$ cat src/rtl/can_bt_pkg.sv
package can_bt_pkg;

   typedef enum logic [1:0] {
      SEG_SYNC = 2'd0,
      SEG_PRE  = 2'd1,
      SEG_POST = 2'd2
   } seg_e;

   function automatic logic maj3(input logic a, input logic b, input logic c);
      return (a & b) | (a & c) | (b & c);
   endfunction

endpackage

$ cat src/rtl/can_bt_sampler.sv
// Receive-line history per quantum, falling-edge detection and sample vote.
module can_bt_sampler
   import can_bt_pkg::*;
(
   input  logic clk,
   input  logic rst_n,
   input  logic tick,
   input  logic rx,
   input  logic triple,
   output logic fall_edge,
   output logic vote
);

   logic rx_q;    // line value at the previous tick
   logic rx_q2;   // line value two ticks back

   always_ff @(posedge clk) begin
      if (!rst_n) begin
         rx_q  <= 1'b1;
         rx_q2 <= 1'b1;
      end else if (tick) begin
         rx_q  <= rx;
         rx_q2 <= rx_q;
      end
   end

   assign fall_edge = tick & rx_q & ~rx;
   assign vote      = triple ? maj3(rx_q2, rx_q, rx) : rx;

   // with three equal readings the vote can only be that level
   assert_vote_unanimous_R6: assert property (@(posedge clk) disable iff (!rst_n)
      (triple && rx_q2 == rx && rx_q == rx) |-> vote == rx);

endmodule

$ cat src/rtl/can_bt_seq.sv
// Segment sequencer: sync / pre-sample / post-sample with resynchronisation.
module can_bt_seq
   import can_bt_pkg::*;
#(
   parameter int CNT_W = 6
) (
   input  logic             clk,
   input  logic             rst_n,
   input  logic             tick,
   input  logic             fall_edge,
   input  logic             hard_req,
   input  logic [CNT_W-1:0] len1,
   input  logic [CNT_W-1:0] len2,
   input  logic [CNT_W-1:0] jw,
   output logic             smp_pulse,
   output logic             tx_pulse
);

   localparam logic [CNT_W-1:0] ONE = CNT_W'(1);

   seg_e             seg, seg_n;
   logic [CNT_W-1:0] cnt, cnt_n;
   logic [CNT_W-1:0] adj, adj_n;
   logic [CNT_W-1:0] err;
   logic             used, used_n;
   logic             hard, resync;

   assign hard   = tick & hard_req & fall_edge;
   assign resync = tick & fall_edge & ~used;

   always_comb begin
      seg_n     = seg;
      cnt_n     = cnt;
      adj_n     = adj;
      used_n    = used;
      err       = '0;
      smp_pulse = 1'b0;
      tx_pulse  = 1'b0;
      if (hard) begin
         seg_n    = SEG_SYNC;
         cnt_n    = '0;
         adj_n    = '0;
         used_n   = 1'b0;
         tx_pulse = 1'b1;
      end else if (tick) begin
         unique case (seg)
            SEG_SYNC: begin
               seg_n = SEG_PRE;
               cnt_n = '0;
               adj_n = '0;
            end
            SEG_PRE: begin
               if (resync) begin
                  err    = cnt + ONE;
                  adj_n  = (err < jw) ? err : jw;
                  used_n = 1'b1;
               end
               if (cnt + ONE == len1 + adj_n) begin
                  seg_n     = SEG_POST;
                  cnt_n     = '0;
                  adj_n     = '0;
                  smp_pulse = 1'b1;
               end else begin
                  cnt_n = cnt + ONE;
               end
            end
            SEG_POST: begin
               if (resync) begin
                  err    = (cnt + ONE < len2) ? (len2 - cnt - ONE) : '0;
                  adj_n  = (err < jw) ? err : jw;
                  used_n = 1'b1;
               end
               if (cnt + adj_n + ONE >= len2) begin
                  seg_n    = SEG_SYNC;
                  cnt_n    = '0;
                  adj_n    = '0;
                  used_n   = 1'b0;
                  tx_pulse = 1'b1;
               end else begin
                  cnt_n = cnt + ONE;
               end
            end
            default: seg_n = SEG_SYNC;
         endcase
      end
   end

   always_ff @(posedge clk) begin
      if (!rst_n) begin
         seg  <= SEG_SYNC;
         cnt  <= '0;
         adj  <= '0;
         used <= 1'b0;
      end else begin
         seg  <= seg_n;
         cnt  <= cnt_n;
         adj  <= adj_n;
         used <= used_n;
      end
   end

   // the sync slot is left after one tick unless a hard restart hits it
   assert_sync_one_quantum_R1: assert property (@(posedge clk) disable iff (!rst_n)
      (seg == SEG_SYNC && tick && !hard) |=> seg == SEG_PRE);

   // no tick, no movement
   assert_hold_without_tick_R11: assert property (@(posedge clk) disable iff (!rst_n)
      !tick |=> ($stable(seg) && $stable(cnt) && $stable(adj)));

   // the pre-sample extension never exceeds the jump width
   assert_ext_capped_R7: assert property (@(posedge clk) disable iff (!rst_n)
      (seg == SEG_PRE) |-> adj <= jw);

   // once a bit has been adjusted, a further edge leaves the extension alone
   assert_single_resync_R9: assert property (@(posedge clk) disable iff (!rst_n)
      (used && seg == SEG_PRE && tick && fall_edge && !hard_req)
      |=> (seg != SEG_PRE || $stable(adj)));

endmodule

$ cat src/rtl/can_bit_timing.sv
module can_bit_timing #(
   parameter int TSEG1_W        = 4,
   parameter int TSEG2_W        = 3,
   parameter int SJW_W          = 2,
   parameter bit TRIPLE_SUPPORT = 1'b1
) (
   input  logic               clk,
   input  logic               rst_n,
   input  logic               tq_tick,
   input  logic               rx_in,
   input  logic [TSEG1_W-1:0] tseg1_cfg,
   input  logic [TSEG2_W-1:0] tseg2_cfg,
   input  logic [SJW_W-1:0]   sjw_cfg,
   input  logic               triple_en,
   input  logic               hard_sync_req,
   output logic               rx_bit,
   output logic               sample_stb,
   output logic               tx_stb
);

   localparam int CNT_W = ((TSEG1_W > TSEG2_W) ? TSEG1_W : TSEG2_W) + 2;
   localparam logic [CNT_W-1:0] C_ONE = CNT_W'(1);
   localparam logic [CNT_W-1:0] C_TWO = CNT_W'(2);

   if (TSEG1_W < 1 || TSEG2_W < 1) begin : g_bad_seg_w
      $error("segment fields need at least one bit");
   end
   if (SJW_W < 1 || SJW_W > TSEG1_W) begin : g_bad_sjw_w
      $error("jump width field must be 1..TSEG1_W bits");
   end

   logic             triple_eff;
   logic [CNT_W-1:0] len1, len2, jw;
   logic             fall_edge, vote, smp_pulse, tx_pulse;

   if (TRIPLE_SUPPORT) begin : g_triple
      assign triple_eff = triple_en;
   end else begin : g_single
      assign triple_eff = 1'b0;
   end

   assign len1 = CNT_W'(tseg1_cfg) + C_ONE + (triple_eff ? C_TWO : '0);
   assign len2 = CNT_W'(tseg2_cfg) + C_ONE;
   assign jw   = CNT_W'(sjw_cfg) + C_ONE;

   can_bt_sampler u_sampler (
      .clk       (clk),
      .rst_n     (rst_n),
      .tick      (tq_tick),
      .rx        (rx_in),
      .triple    (triple_eff),
      .fall_edge (fall_edge),
      .vote      (vote)
   );

   can_bt_seq #(.CNT_W(CNT_W)) u_seq (
      .clk       (clk),
      .rst_n     (rst_n),
      .tick      (tq_tick),
      .fall_edge (fall_edge),
      .hard_req  (hard_sync_req),
      .len1      (len1),
      .len2      (len2),
      .jw        (jw),
      .smp_pulse (smp_pulse),
      .tx_pulse  (tx_pulse)
   );

   always_ff @(posedge clk) begin
      if (!rst_n) begin
         rx_bit     <= 1'b1;
         sample_stb <= 1'b0;
         tx_stb     <= 1'b0;
      end else begin
         sample_stb <= smp_pulse;
         tx_stb     <= tx_pulse;
         if (smp_pulse) rx_bit <= vote;
      end
   end

   // the two strobes never coincide
   assert_strobes_exclusive_R11: assert property (@(posedge clk) disable iff (!rst_n)
      !(sample_stb && tx_stb));

   // sample strobe lasts one cycle
   assert_sample_pulse_R11: assert property (@(posedge clk) disable iff (!rst_n)
      sample_stb |=> !sample_stb);

   // the received bit only moves together with the sample strobe
   assert_bit_moves_on_sample_R4: assert property (@(posedge clk) disable iff (!rst_n)
      !$stable(rx_bit) |-> sample_stb);

   // single reading takes the line value at the sampling edge
   assert_single_read_R4: assert property (@(posedge clk) disable iff (!rst_n)
      (sample_stb && !triple_eff) |-> rx_bit == $past(rx_in));

endmodule

$ cat config.mk
export PLATFORM = sky130hd
export DESIGN_NAME = can_bit_timing
export DESIGN_NICKNAME = d
export VERILOG_FILES = /design/src/rtl/can_bt_pkg.sv /design/src/rtl/can_bt_sampler.sv /design/src/rtl/can_bt_seq.sv /design/src/rtl/can_bit_timing.sv
export SDC_FILE = /design/constraint.sdc
export NUM_CORES = 1
export LEC_CHECK = 0
export ABC_CLOCK_PERIOD_IN_PS = 5800
export BUFFER_PORTS_ARGS = -buffer_cell sky130_fd_sc_hd__buf_4
export CAP_MARGIN = 10
export CORE_ASPECT_RATIO = 0.6
export CORE_MARGIN = 10
export CORE_UTILIZATION = 25
export CTS_CLUSTER_DIAMETER = 40
export DETAILED_ROUTE_END_ITERATION = 6
export PLACE_DENSITY = 0.41
export SKIP_LAST_GASP = 1
export SLEW_MARGIN = 15
export SYNTH_ARGS = -nofsm -noshare
export SYNTH_HDL_FRONTEND = slang
export SYNTH_SLANG_ARGS = --single-unit
$ cat constraint.sdc
create_clock -name clk -period 5.8 [get_ports clk]
set_input_delay 0.29 -clock clk [delete_from_list [all_inputs] [get_ports clk]]
set_output_delay 0.29 -clock clk [all_outputs]
set_load 0.01 [all_outputs]
* Yosys cells after proc, flatten, opt, wreduce, memory -nomap -nowiden *
Cells that the tools add are included.

storage, ports and cells
  register bits after elaboration = 20
  bits in latches = 0
  bits in writable memories = 0
  bits in read-only memories = 0
  output and inout port bits = 3
  logic and storage cells = 82
  memories kept = 0

cells by class
  add/sub/neg operators = 10
  $mul = 0
  divide/modulo/power cells = 0
  order comparisons = 4
  eq/ne operators = 5
  shift operators = 0
  multiplexer cells = 33
  bitwise gates (word level) = 14
  reductions and logical operators = 7

operator list
  kind                   count
  $mux W6                15
  $pmux W6 S3            2
  $add A6 B1 Y6 const B  2
  $add A6 B6 Y6          2
  $lt A6 B3 Y1           2
  $mux W1                11
  $and A1 B1 Y1          9
  $add A5 B2 Y6          1
  $eq A6 B6 Y1           1
  $ge A6 B4 Y1           1
  $lt A6 B4 Y1           1
  $mux W2                3
  $pmux W2 S3            1
  $sub A4 B6 Y6          1
  $sub A6 B1 Y6 const B  1
  $add A4 B1 Y5 const B  1
  $add A3 B1 Y4 const B  1
  $ne A2 B1 Y1 const B   2
  $reduce_and A2 Y1      2
  $add A2 B1 Y3 const B  1
  $not A1 Y1             3
  $reduce_and A3 Y1      1
  $reduce_bool A3 Y1     1
  $eq A2 B1 Y1 const B   1
  6 further kinds        7

* Logic depth before layout (Yosys ltp) *
Gate-level depths: netlist of the first run.

  word-level depth = 17
  gate-level depth with buffers = 25

* Modules after synthesis *
From an unflattened synthesis of the first run, not the netlist that was laid out.

second synthesis, totals
  cells, all modules = 323
  area, all modules = 2628.8 µm²

by module, submodules not included
  module          times used  cells each  area each (µm²)  seq. area each (µm²)
  can_bt_seq      1           284         2302.2           300.3
  can_bit_timing  1           28          234.0            60.1
  can_bt_sampler  1           11          92.6             40.0

* Worst setup path before layout of the first run *
Ideal clock, no wire load.

  kind = register to register
  from = register u_seq.cnt[1]
  to = register u_seq.adj[3]
  library setup time = 0.070 ns
  arrival time = 5.629 ns
  setup slack = 0.101 ns
  cell stages (with the launch flop) = 25
  buffers on the path = 1
  cell sequence = dfxtp_1 > ha_1 > xor2_1 > ha_1 > a221oi_1 > o21ai_0 > nor2_1 > ha_1 > and3_1 > or3_1 > o22ai_1 > o21ai_0 > a22o_1 > a21oi_1 > ha_1 > inv_1 > fa_1 > ha_1 > a21o_1 > a21o_1 > a211oi_1 > and3_1 > buf_1 > o211ai_1 > a21oi_1

on the way
  longest elaborated chain between the ends = 14
  elaborated cells on any way between the ends = 25
  classes of those cells = add/sub (6); order compare (4); eq/ne (1); mux (14)

RTL lines
  element                                         RTL line                                              RTL
  from (decl)                                     can_bt_seq.sv:22                                      logic [CNT_W-1:0] cnt, cnt_n;
  from (signal assigned)                          can_bt_seq.sv:96                                      cnt <= cnt_n;
  $sub A4 B6 Y6 or $add A6 B1 Y6 (tied branches)  can_bt_seq.sv:69, can_bt_seq.sv:54, can_bt_seq.sv:58
  $sub A6 B1 Y6 or $lt A6 B4 Y1 (tied branches)   can_bt_seq.sv:69                                      err = (cnt + ONE < len2) ? (len2 - cnt - ONE) : '0;
  $mux W6                                         can_bt_seq.sv:69
  $lt A6 B3 Y1                                    can_bt_seq.sv:70                                      adj_n = (err < jw) ? err : jw;
  $mux W6                                         can_bt_seq.sv:70
  $mux W6                                         can_bt_seq.sv:68                                      if (resync) begin
  $mux W6                                         can_bt_seq.sv:46                                      unique case (seg)
  $mux W6                                         can_bt_seq.sv:45                                      end else if (tick) begin
  $mux W6                                         can_bt_seq.sv:39                                      if (hard) begin
  $add A6 B6 Y6                                   can_bt_seq.sv:73                                      if (cnt + adj_n + ONE >= len2) begin
  $add A6 B1 Y6                                   can_bt_seq.sv:73
  $ge A6 B4 Y1                                    can_bt_seq.sv:73
  $mux W6                                         can_bt_seq.sv:73
  $pmux W6 S3 *                                   can_bt_seq.sv:46
  to (signal assigned)                            can_bt_seq.sv:97                                      adj <= adj_n;
  to (decl)                                       can_bt_seq.sv:23                                      logic [CNT_W-1:0] adj, adj_n;

Every way passes the cells marked *; elsewhere a longest branch is shown, timed or not. The select of a mux whose other input is x is not followed.
A chain may end at the register's enable or synchronous reset.

* Worst setup path after layout of the first run *
  from = register u_seq.cnt[0]
  to = register u_seq.adj[5]

Same word-level chain as after synthesis.

==> parameters.txt, run 1 <==
Parameter                              Value

Yosys
  Most repeated cell in the gate-level netlist after synthesis ... ha_1
  Post-synthesis async set-or-reset flop share ... 0%
  Flip-flop cell with the highest count after synthesis ... dfxtp_1
  Cell type contributing the most total cell area after synthesis ... ha_1
  Distinct cells, synth ... 52
  Biggest area contributors in the synthesized netlist ... ha_1 (19%), dfxtp_1 (18%), a21oi_1 (5.4%), inv_1 (5.2%), xnor2_1 (4.3%)
  Post-Syn Nets ... 326
  Post-synthesis instance area ... ~0.0022 sq mm
  Post-synth EDFFs ... 0
  Sequential fraction of the synthesis area ... between 15 and 20%
  Fraction of synthesized cell area taken by the top area cell type ... between 10% and 20%
  Number of instances in the synthesized netlist ... 273
  Number of synthesis warnings ... 0
  Top post-synthesis cells by count ... ha_1 (34), inv_1 (31), a21oi_1 (24)
  Mean instance size in the synthesized netlist ... 8.16 sq um
  Flops & latches, synth ... 20

Critical path
  Critical path destination ... u_seq.adj[5]
  Worst flop-to-flop path endpoint ... u_seq.adj[5]
  Register-to-Register Setup Slack ... 260 ps
  Worst-case reg-to-reg path depth ... 24
  Reg-to-reg critical path startpoint ... u_seq.cnt[0]
  Critical path arrival ... around 5700 ps
  Worst-path fanout max ... 10
  Critical setup path kind ... flip-flop to flip-flop
  Critical path endpoint category ... flip-flop
  Launch point of the critical path ... u_seq.cnt[0]
  Type of element launching the critical path ... flip-flop
  Required time at the worst-slack endpoint ... 5980 ps

Clock tree
  Later-pin clock latency in the skew report ... about 250 ps
  CTS buffer count ... 3
  CTS Hold Bufs ... 0
  Cell at the root of the clock tree ... clkbuf_16
  CTS tree ... done
  Largest buffer count on any clock path ... 2
  Clock slew at the register clock pins of the worst setup and hold paths ... roughly 60 ps
  TritonCTS Sinks ... 20
  H-Tree Depth ... 1
  Buffers inserted during post-CTS setup optimization ... 0

Finish
  Layout Nets ... between 300 and 400
  Diode count ... 0
  Core Util, Final ... between 30% and 40%
  Fraction of final layout cells with drive strength greater than 1 ... between 20% and 30%
  Layout overhead on the synthesized area ... 24.6%
  # fillers ... 940

Placed design
  Detailed placer's ending HPWL ... 5450 um
  Port buffer count ... 17
  Worst Setup Slack post-DPL ... -228 ps
  Weighted congestion at the end of routability-driven global placement ... slightly below 0.8

Routing
  Number of remaining DRC errors ... 0
  DRT Pass-1 Iters ... 4
  Violation count after the first detailed-route iteration ... roughly 120
  Routed length per placed instance ... roughly 15 um
  Post-route ant nets ... 0
  Via count normalized by instance count ... 4.76
  Wirelength, routed ... 6420 um
  Number of vias in the routed layout ... 2009

STA
  Slew HR ... 64.6%
  Worst slew pin tran ... 528 ps
  Maximum clock skew at final layout ... between 4 and 5 ps
  Final period util ... 95.5%
  Final number of setup-violating endpoints ... 0
  Min Tclk post-route ... about 5500 ps
  Endpoints failing hold ... 0
  Count of pins over their slew limit ... 0
  Max Freq ... roughly 180 MHz
  Smallest setup slack after layout ... between 200 and 300 ps

Floorplanning
  Horiz. Die Dim ... 142 um
  Die ar. ... 0.0132 sq mm
  I/O pin total ... 18
  Starting Density ... between 20% and 30%
  FP Rows ... 26
  Core region area ... about 0.0086 sq mm
  Height of the die ... between 90 and 100 um

Power and ir drop
  Combinational share of power ... a little over a third
  Relative contribution of the clock network to total power ... 31.7%
  Total power per unit cell area ... approximately 160 mW/mm^2
  Power Internal ... about 300 uW
  Power dissipated by switching net loads ... 141 uW
  Peak VDD IR ... 0.0725 mV
  Fraction of power consumed by sequential logic ... a little under a third
  Proportion of total power due to net switching ... about a third
  Leakage power summed over all cells ... ~1.3 nW

Global routing
  Number of antenna violations at the first check in global routing ... 0
  GRT overflow ... 0
  Total track usage ... between 9 and 10%
  Vias in the first global route ... around 2000
  First-pass GRT wire length ... approximately 11000 um
  Pin count of the biggest net entering global routing ... 15

Run status
  Result of the run ... finished, final reports clean

Hold path
  HP Class ... input port to flip-flop

Run
  Max-cap viol count ... 0
state kept, by name (all words and copies together), names as in the netlist:
signal,count
u_seq.cnt,6
u_sampler.rx_q,1
sample_stb,1
u_seq.adj,6
tx_stb,1
rx_bit,1
u_sampler.rx_q2,1
u_seq.used,1
u_seq.seg,2
cell usage in the layout, fill, tap and decap left out, types with 2 or more instances in the layout:
cell and count:
buf_4 43, ha_1 33, inv_1 31, a21oi_1 23, dfxtp_1 20, nand2_1 18, nor2_1 13, xnor2_1 11
and2_1 8, a21o_1 8, xor2_1 7, nand3_1 6, o21ai_0 6, nor3_1 5, nand2b_1 5, o211ai_1 5
and3_1 4, o31ai_1 4, mux2i_1 4, fa_1 3, clkbuf_16 3, nor2b_1 2, a221oi_2 2, a21boi_0 2
and3b_1 2, o21ai_2 2, a31o_2 2, a32oi_1 2, or3_1 2, a22o_1 2, nor2_2 2, or4b_1 2
a31oi_1 2, a221o_1 2, o221ai_1 2
power by group through the flow:
stage          Clock (mW)  Combinational [mW]  Sequential (mW)
6_report            0.142               0.163            0.143
5_1_grt             0.151               0.185            0.144
4_1_cts             0.146               0.156            0.143
3_5_place_dp            0               0.154            0.146
3_3_place_gp            0               0.153            0.146
2_1_floorplan           0              0.0988            0.145
metrics by stage:
stage          TNS (ps)  power (mW)  cells  cell area, sq um  hold slack, ps
2_1_floorplan         0       0.244    273              2230             352
3_3_place_gp       -528       0.300    419              2650             422
3_5_place_dp      -2460       0.300    419              2650             438
4_1_cts               0       0.445    422              2730             237
5_1_grt            -121       0.480    422              2780             251
6_report              0       0.449    422              2780             237
layer usage:
layer,up-vias,GRT usage [%],share of wire [%]
met4,0,1.27,0.23
met3,2,2.27,5.8
met5,-,0,0
met2,33,12.4,36
met1,927,16.1,58
li1,1047,-,-
layout make-up:
| type | count | area (sq um) | share of cell area [%] |
|---|---|---|---|
| Clock buffer | 3 | 75.1 | 2.71 |
| Timing Repair Buffer | 44 | 334 | 12.0 |
| Tap cell | 112 | 140 | 5.05 |
| Sequential cell | 20 | 400 | 14.4 |
| Inverter | 31 | 116 | 4.19 |
| Multi-Input combinational cell | 212 | 1710 | 61.6 |
timing repair:
action / 4_1_cts / 5_1_grt
cloned: 0 / 0
endpoints found under the setup margin: 14 / 16
pin swaps: 1 / 4
gates resized for setup: 1 / 14
how the worst min path moves through the flow:
stage / startpoint / slack, ps / depth (start not counted) / end
2_1_floorplan: rst_n / 350 / 1 / u_sampler.rx_q2
3_3_place_gp: u_seq.adj[5] / 420 / 2 / u_seq.adj[5]
3_5_place_dp: u_seq.adj[5] / 440 / 2 / u_seq.adj[5]
4_1_cts: rst_n / 240 / 2 / u_sampler.rx_q2
5_1_grt: rst_n / 250 / 2 / u_sampler.rx_q2
6_report: rst_n / 240 / 2 / u_sampler.rx_q2
worst max-delay path, stage by stage, from the launching register on:
cell	delay [ps]
dfxtp_1	310
ha_1	310
ha_1	280
a21o_1	190
a221oi_2	320
o21ai_2	110
nor2_2	160
ha_1	260
and3_1	200
or3_1	320
o22ai_2	140
o21ai_2	100
a22o_1	270
a21oi_2	220
ha_2	220
inv_1	50
fa_2	510
ha_1	220
a21o_1	160
a21o_1	180
a211oi_2	250
and3_4	220
buf_6	140
o211ai_1	140
a21oi_1	180
cell families (layout without fill, tap and decap cells):
kind of cell	Yosys count	after routing	synth area share [%]
compound gates	75	75	23.1
flops	20	20	18.0
buf+inv	41	78	7.53
mux	4	4	1.80
xor+xnor	19	19	7.81
simple gates	76	76	19.0
fa+ha+maj	38	38	22.7
No activity file was read; power rests on OpenSTA's default activity.
==> run 2, diff against run 1 <==
--- a/config.mk
+++ b/config.mk
@@ -5,7 +5,7 @@
 export SDC_FILE = /design/constraint.sdc
 export NUM_CORES = 1
 export LEC_CHECK = 0
-export ABC_CLOCK_PERIOD_IN_PS = 5800
+export ABC_CLOCK_PERIOD_IN_PS = 6300
 export BUFFER_PORTS_ARGS = -buffer_cell sky130_fd_sc_hd__buf_4
 export CAP_MARGIN = 10
 export CORE_ASPECT_RATIO = 0.6
@@ -13,7 +13,7 @@
 export CORE_UTILIZATION = 25
 export CTS_CLUSTER_DIAMETER = 40
 export DETAILED_ROUTE_END_ITERATION = 6
-export PLACE_DENSITY = 0.41
+export PLACE_DENSITY = 0.4
 export SKIP_LAST_GASP = 1
 export SLEW_MARGIN = 15
 export SYNTH_ARGS = -nofsm -noshare
==> constraint.sdc (replaced) <==
create_clock -name clk -period 6.3 [get_ports clk]
set_input_delay 0.315 -clock clk [delete_from_list [all_inputs] [get_ports clk]]
set_output_delay 0.315 -clock clk [all_outputs]
set_load 0.01 [all_outputs]
==> parameters.txt, run 2 (synthesized netlist as in run 1, its figures left out) <==
Parameter                              Value

Clock tree
  Resize count post-CTS ... 0
  CTS buffer count ... 3
  CTS tree ... done
  Buffers inserted during post-CTS setup optimization ... 0
  CTS Hold Bufs ... 0
  TritonCTS Sinks ... 20
  Clock slew at the register clock pins of the worst setup and hold paths ... 60 ps
  Cell at the root of the clock tree ... clkbuf_16
  Largest buffer count on any clock path ... 2
  H-Tree Depth ... 1
  Later-pin clock latency in the skew report ... ~260 ps

STA
  Final period util ... 90.8%
  Endpoints failing hold ... 0
  Maximum clock skew at final layout ... 8.05 ps
  Min Tclk post-route ... roughly 5700 ps
  Worst slew pin tran ... 516 ps
  Sum of negative setup slack ... 0 ps
  Unrepaired setup endpoints after global routing ... false
  Count of pins over their slew limit ... 0
  Max Freq ... roughly 170 MHz
  Slew HR ... about two thirds
  Final number of setup-violating endpoints ... 0
  Smallest setup slack after layout ... between 500 and 600 ps

Finish
  Commonest cells after routing, fill and taps aside ... ha_1 (33), inv_1 (31), a21oi_1 (24), buf_4 (24), dfxtp_1 (20)
  # fillers ... between 900 and 1000
  Diode count ... 0
  Non-filler cells in the finished layout ... approximately 400
  Fraction of final layout cells with drive strength greater than 1 ... between 10% and 20%
  Leading registers by flop count ... u_seq.adj x6, u_seq.cnt x6, u_seq.seg x2
  Layout Nets ... 345
  Layout overhead on the synthesized area ... 16.3%
  Most common cell after layout, fill and taps aside ... ha_1

Global routing
  Number of antenna violations at the first check in global routing ... 0
  First-pass GRT wire length ... between 10000 and 15000 um
  Total track usage ... around a tenth
  Pin count of the biggest net entering global routing ... 15
  Vias in the first global route ... between 1500 and 2000
  GRT overflow ... 0

Routing
  Wirelength, routed ... 6290 um
  DRT Pass-1 Iters ... 4
  Routed length per placed instance ... 15.6 um
  Number of remaining DRC errors ... 0
  Via count normalized by instance count ... 4.75
  Post-route ant nets ... 0
  Violation count after the first detailed-route iteration ... around 110
  Number of vias in the routed layout ... between 1500 and 2000

Critical path
  Maximum single-stage delay on the critical path ... just over 500 ps
  Launch point of the critical path ... u_seq.cnt[0]
  Critical path arrival ... 5900 ps
  Critical path endpoint category ... flip-flop
  Slowest CP cell ... or4b_1
  Reg-to-reg critical path startpoint ... u_seq.cnt[0]
  Critical setup path kind ... flip-flop to flip-flop
  Type of element launching the critical path ... flip-flop
  Register-to-Register Setup Slack ... a little under 600 ps
  Worst flop-to-flop path endpoint ... u_seq.seg[0]
  Worst-path fanout max ... 14
  Worst-case reg-to-reg path depth ... 24
  Required time at the worst-slack endpoint ... 6480 ps
  Ordered cell list for the critical path ... ha_2, xor2_1, ha_1, a221oi_1, o21ai_1, nor2_2, ha_1, and3_1, or3_1, o22ai_1, o21ai_0, a22o_1, a21oi_1, ha_1, inv_1, fa_1, xor2_1, ha_1, a21o_1, a211oi_2, and3_1, buf_4, or4b_1, a21oi_1
  Most repeated library cell on the critical path ... ha_1
  Critical path destination ... u_seq.seg[0]

Power and ir drop
  Power Internal ... 269 uW
  Fraction of power consumed by sequential logic ... 33.1%
  Combinational share of power ... between 30% and 40%
  Peak VDD IR ... between 0.07 and 0.08 mV
  Proportion of total power due to net switching ... about a third
  Total power per unit cell area ... about 150 mW/mm^2
  Leakage power summed over all cells ... about 1.2 nW
  Relative contribution of the clock network to total power ... 34.1%
  Power dissipated by switching net loads ... approximately 130 uW

Run
  Max-cap viol count ... 0

Placed design
  Cell count after placement ... 399
  Port buffer count ... 17
  Detailed placer's ending HPWL ... 5260 um
  Worst Setup Slack post-DPL ... 212 ps
  Weighted congestion at the end of routability-driven global placement ... approximately 0.75

Floorplanning
  Die ar. ... approximately 0.013 sq mm
  Starting Density ... approximately a quarter
  I/O pin total ... 18
  Core region area ... roughly 0.0086 sq mm
  Horiz. Die Dim ... roughly 140 um
  Height of the die ... around 93 um
  FP Rows ... 26

Hold path
  HP Class ... input port to flip-flop
  Number of cells on the worst hold path ... 2

Run status
  Result of the run ... finished, final reports clean
run 2: worst max-delay path: cells and delay by family, from the launching register on:
| family | cells | cell delay (ps) |
|---|---|---|
| AO/OA/AOI/OAI | 9 | 1640 |
| XOR/XNOR | 2 | 400 |
| adder cells (fa/ha/maj) | 6 | 1660 |
| buffers and inverters | 2 | 230 |
| flip-flops | 1 | 330 |
| AND/OR/NAND/NOR | 5 | 1380 |
run 2: layout make-up:
class | instances | area, sq um | area share [%]
Clock buffer | 3 | 75.1 | 2.90
Inverter | 31 | 116 | 4.49
Multi-Input combinational cell | 212 | 1680 | 64.8
Sequential cell | 20 | 400 | 15.5
Tap cell | 112 | 140 | 5.41
Timing Repair Buffer | 24 | 180 | 6.96
run 2: worst min path at each step:
stage,startpoint,to,slack (ps)
after floorplan,rst_n,u_sampler.rx_q2,380
after global placement,u_seq.adj[5],u_seq.adj[5],430
after detailed placement,u_seq.adj[5],u_seq.adj[5],440
after CTS,rst_n,u_sampler.rx_q2,260
after global routing,rst_n,u_sampler.rx_q2,260
final,rst_n,u_sampler.rx_q2,250
run 2: routing by layer:
layer  share of wire (%)  vias up  global-route usage (%)
li1                    -     1007                       -
met1                  62      875                    16.1
met2                  34       25                    12.2
met3                 3.9        2                    2.32
met4                0.22        0                   0.763
met5                   0        -                       0
run 2: through the flow:
step	util (%)	hold slack, ps	cell area [sq um]	total power, mW
finish	30.2	254	2590	0.397
global route	30.2	260	2590	0.426
CTS	29.9	258	2570	0.396
detailed placement	29.1	435	2500	0.261
global placement	29.1	429	2500	0.262
floorplan	-	377	2230	0.224
run 2: power by group through the flow:
| stage | Clock, mW | Combinational [mW] | Sequential [mW] |
|---|---|---|---|
| 6_report | 0.135 | 0.130 | 0.132 |
| 3_3_place_gp | 0 | 0.127 | 0.135 |
| 3_5_place_dp | 0 | 0.127 | 0.134 |
| 4_1_cts | 0.137 | 0.127 | 0.132 |
| 5_1_grt | 0.144 | 0.150 | 0.132 |
| 2_1_floorplan | 0 | 0.0909 | 0.133 |
==> run 3, diff against run 2 <==
--- a/config.mk
+++ b/config.mk
@@ -10,12 +10,13 @@
 export CAP_MARGIN = 10
 export CORE_ASPECT_RATIO = 0.6
 export CORE_MARGIN = 10
-export CORE_UTILIZATION = 25
+export CORE_UTILIZATION = 62
 export CTS_CLUSTER_DIAMETER = 40
 export DETAILED_ROUTE_END_ITERATION = 6
-export PLACE_DENSITY = 0.4
+export PLACE_DENSITY = 0.81
 export SKIP_LAST_GASP = 1
 export SLEW_MARGIN = 15
 export SYNTH_ARGS = -nofsm -noshare
 export SYNTH_HDL_FRONTEND = slang
+export SYNTH_HIERARCHICAL = 1
 export SYNTH_SLANG_ARGS = --single-unit
==> parameters.txt, run 3 <==
Parameter                              Value

Floorplanning
  Die ar. ... around 0.0073 sq mm
  Starting Density ... between 60 and 70%
  Height of the die ... between 70 and 80 um
  I/O pin total ... 18
  Core region area ... ~0.0041 sq mm
  Horiz. Die Dim ... ~100 um
  FP Rows ... 18

Clock tree
  CTS Hold Bufs ... 0
  CTS buffer count ... 3
  CTS tree ... done
  Largest buffer count on any clock path ... 2
  TritonCTS Sinks ... 20
  Later-pin clock latency in the skew report ... 270 ps
  H-Tree Depth ... 1
  Cell at the root of the clock tree ... clkbuf_8
  Clock slew at the register clock pins of the worst setup and hold paths ... 70 ps

Hold path
  HP Class ... input port to flip-flop
  Number of cells on the worst hold path ... 2

Yosys
  Distinct cells, synth ... 59
  Dominant combinational cell family by area after synthesis ... adder cells
  Flops & latches, synth ... 20
  Most repeated cell in the gate-level netlist after synthesis ... ha_1
  Adder and majority gate portion of the synthesized area ... about a quarter
  Post-synthesis async set-or-reset flop share ... 0%
  Biggest area contributors in the synthesized netlist ... ha_1 (21%), dfxtp_1 (15%), inv_1 (5.9%), a21oi_1 (4.4%), nand2_1 (4.0%)
  Mean instance size in the synthesized netlist ... a little over 8 sq um
  Compound-cell area share of the yosys netlist ... 23.8%
  Number of synthesis warnings ... 6
  Number of instances in the synthesized netlist ... 323
  Post-synthesis instance area ... between 0.002 and 0.003 sq mm
  Post-synth EDFFs ... 0
  Cell type contributing the most total cell area after synthesis ... ha_1
  Multiplexer fraction of the synthesized cell area ... 3.09%
  Parity-gate share of the synthesized area counting xor and xnor cells ... roughly a tenth
  Simple-Gate Fraction of Synth Area ... between 15 and 20%
  Fraction of synthesized cell area taken by the top area cell type ... 21.4%
  Top post-synthesis cells by count ... ha_1 (45), inv_1 (41), nand2_1 (28)
  Sequential fraction of the synthesis area ... 15.2%
  Flip-flop cell with the highest count after synthesis ... dfxtp_1

Placed design
  Weighted congestion at the end of routability-driven global placement ... 0.990
  Detailed placer's ending HPWL ... 6020 um
  Worst Setup Slack post-DPL ... roughly 150 ps
  Cell count after placement ... between 400 and 500
  Port buffer count ... 17
  Area of placed instances ... about 0.0030 sq mm

Critical path
  Type of element launching the critical path ... flip-flop
  Required time at the worst-slack endpoint ... about 6500 ps
  Critical setup path kind ... flip-flop to flip-flop
  Critical path endpoint category ... flip-flop
  Register-to-Register Setup Slack ... approximately 360 ps
  Slowest CP cell ... dfxtp_2
  Critical path arrival ... between 6000 and 7000 ps
  Worst-path fanout max ... 8
  Worst-case reg-to-reg path depth ... 28
  Maximum single-stage delay on the critical path ... between 400 and 500 ps

Finish
  Non-Filler Cell Area, Final ... 0.00303 sq mm
  Most common cell after layout, fill and taps aside ... ha_1
  Combined area of the multi-input logic cells ... roughly 0.0021 sq mm
  Non-filler cells in the finished layout ... 424
  Layout overhead on the synthesized area ... 15.3%
  Leading registers by flop count ... u_seq/adj x6, u_seq/cnt x6, u_seq/seg x2
  # fillers ... approximately 330
  Core Util, Final ... between 70% and 80%
  Commonest cells after routing, fill and taps aside ... ha_1 (45), inv_1 (41), buf_4 (31)
  Footprint of the flip-flops and latches ... roughly 400 sq um
  Diode count ... 0
  Layout Nets ... between 400 and 500
  Fraction of final layout cells with drive strength greater than 1 ... about 16%

STA
  Final number of setup-violating endpoints ... 0
  Max Freq ... between 150 and 200 MHz
  Sum of negative setup slack ... 0 ps
  Maximum clock skew at final layout ... ~5.6 ps
  Worst slew pin tran ... between 1000 and 1500 ps
  Slew HR ... 25.8%
  Final period util ... 94.3%
  Min Hold Slack ... 270 ps
  Smallest setup slack after layout ... 360 ps
  Min Tclk post-route ... approximately 6000 ps
  Endpoints failing hold ... 0
  Count of pins over their slew limit ... 0

Global routing
  Number of antenna violations at the first check in global routing ... 0
  Pin count of the biggest net entering global routing ... 15
  First-pass GRT wire length ... about 12000 um
  Vias in the first global route ... approximately 2300
  Total track usage ... just under 20%
  GRT overflow ... 0

Power and ir drop
  Total power per unit cell area ... between 100 and 150 mW/mm^2
  Leakage power summed over all cells ... between 1.5 and 2 nW
  Peak VDD IR ... a little under 0.09 mV
  Fraction of power consumed by sequential logic ... ~34%
  Power Internal ... 252 uW
  Proportion of total power due to net switching ... ~35%
  Combinational share of power ... between 30% and 40%
  Relative contribution of the clock network to total power ... about a quarter
  Power after layout ... 384 uW
  Power dissipated by switching net loads ... ~130 uW

Run status
  Result of the run ... finished, final reports clean

Routing
  Number of remaining DRC errors ... 0
  Routed length on met1 ... about 3500 um
  Routed length per placed instance ... between 15 and 20 um
  Post-route ant nets ... 0
  DRT Pass-1 Iters ... 7
  Met2 wirelength from detailed routing ... between 2000 and 3000 um
  Wirelength, routed ... approximately 7200 um
  Met3 routed wirelength ... between 700 and 800 um
  Via count normalized by instance count ... 5.84
  Violation count after the first detailed-route iteration ... slightly below 300
  Uppermost metal layer occupied by signal nets ... met4
  Number of vias in the routed layout ... 2476

Run
  Max-cap viol count ... 0
## run 3: cell families after synthesis
group	after synthesis
AOI/OAI and AO/OA	92
and+or+nand+nor	82
adders and majority gates	49
buffers and inverters	47
xor gates and xnor gates	24
DFF	20
muxes	8
other	1
## run 3: layer usage
metal / vias up / GRT usage [%]
met2: 117 / 27.8
met3: 11 / 5.31
li1: 1205 / -
met5: - / 0
met4: 0 / 2.46
met1: 1143 / 27.9
## run 3: critical path, delay by kind of cell (launching register included)
kind / cells / cell delay (ps)
mux: 1 / 240
buf+inv: 3 / 490
fa+ha+maj: 4 / 1320
flops: 1 / 440
xor+xnor: 2 / 360
simple gates: 10 / 1330
compound gates: 8 / 1650
## run 3: path summary, 6_finish.rpt
path                                 startpoint               to
worst max-delay path               u_seq/cnt[2]     u_seq/cnt[5]
worst min-delay path                      rst_n           rx_bit
worst max register to register     u_seq/cnt[2]     u_seq/cnt[5]
worst min register to register  u_sampler/rx_q2  u_sampler/rx_q2
## run 3: layout make-up
class | instances | share of cell area (%)
tap | 60 | 2.48
inverter | 41 | 5.08
timing repair buffer | 31 | 7.68
multi-input combinational | 268 | 69.6
clock buffer | 4 | 1.82
sequential | 20 | 13.3
## run 3: timing repair
action | 4_1_cts | 5_1_grt
buffers inserted | 0 | 1
gates resized for setup | 0 | 6
setup endpoints to repair | 0 | 16
## run 3: power groups by stage
stage               Clock (mW)  Sequential (mW)  Combinational, mW
floorplan                    0            0.133              0.103
global placement             0            0.134              0.142
detailed placement           0            0.134              0.146
CTS                      0.102            0.131              0.147
global route             0.108            0.131              0.168
finish                   0.102            0.131              0.151
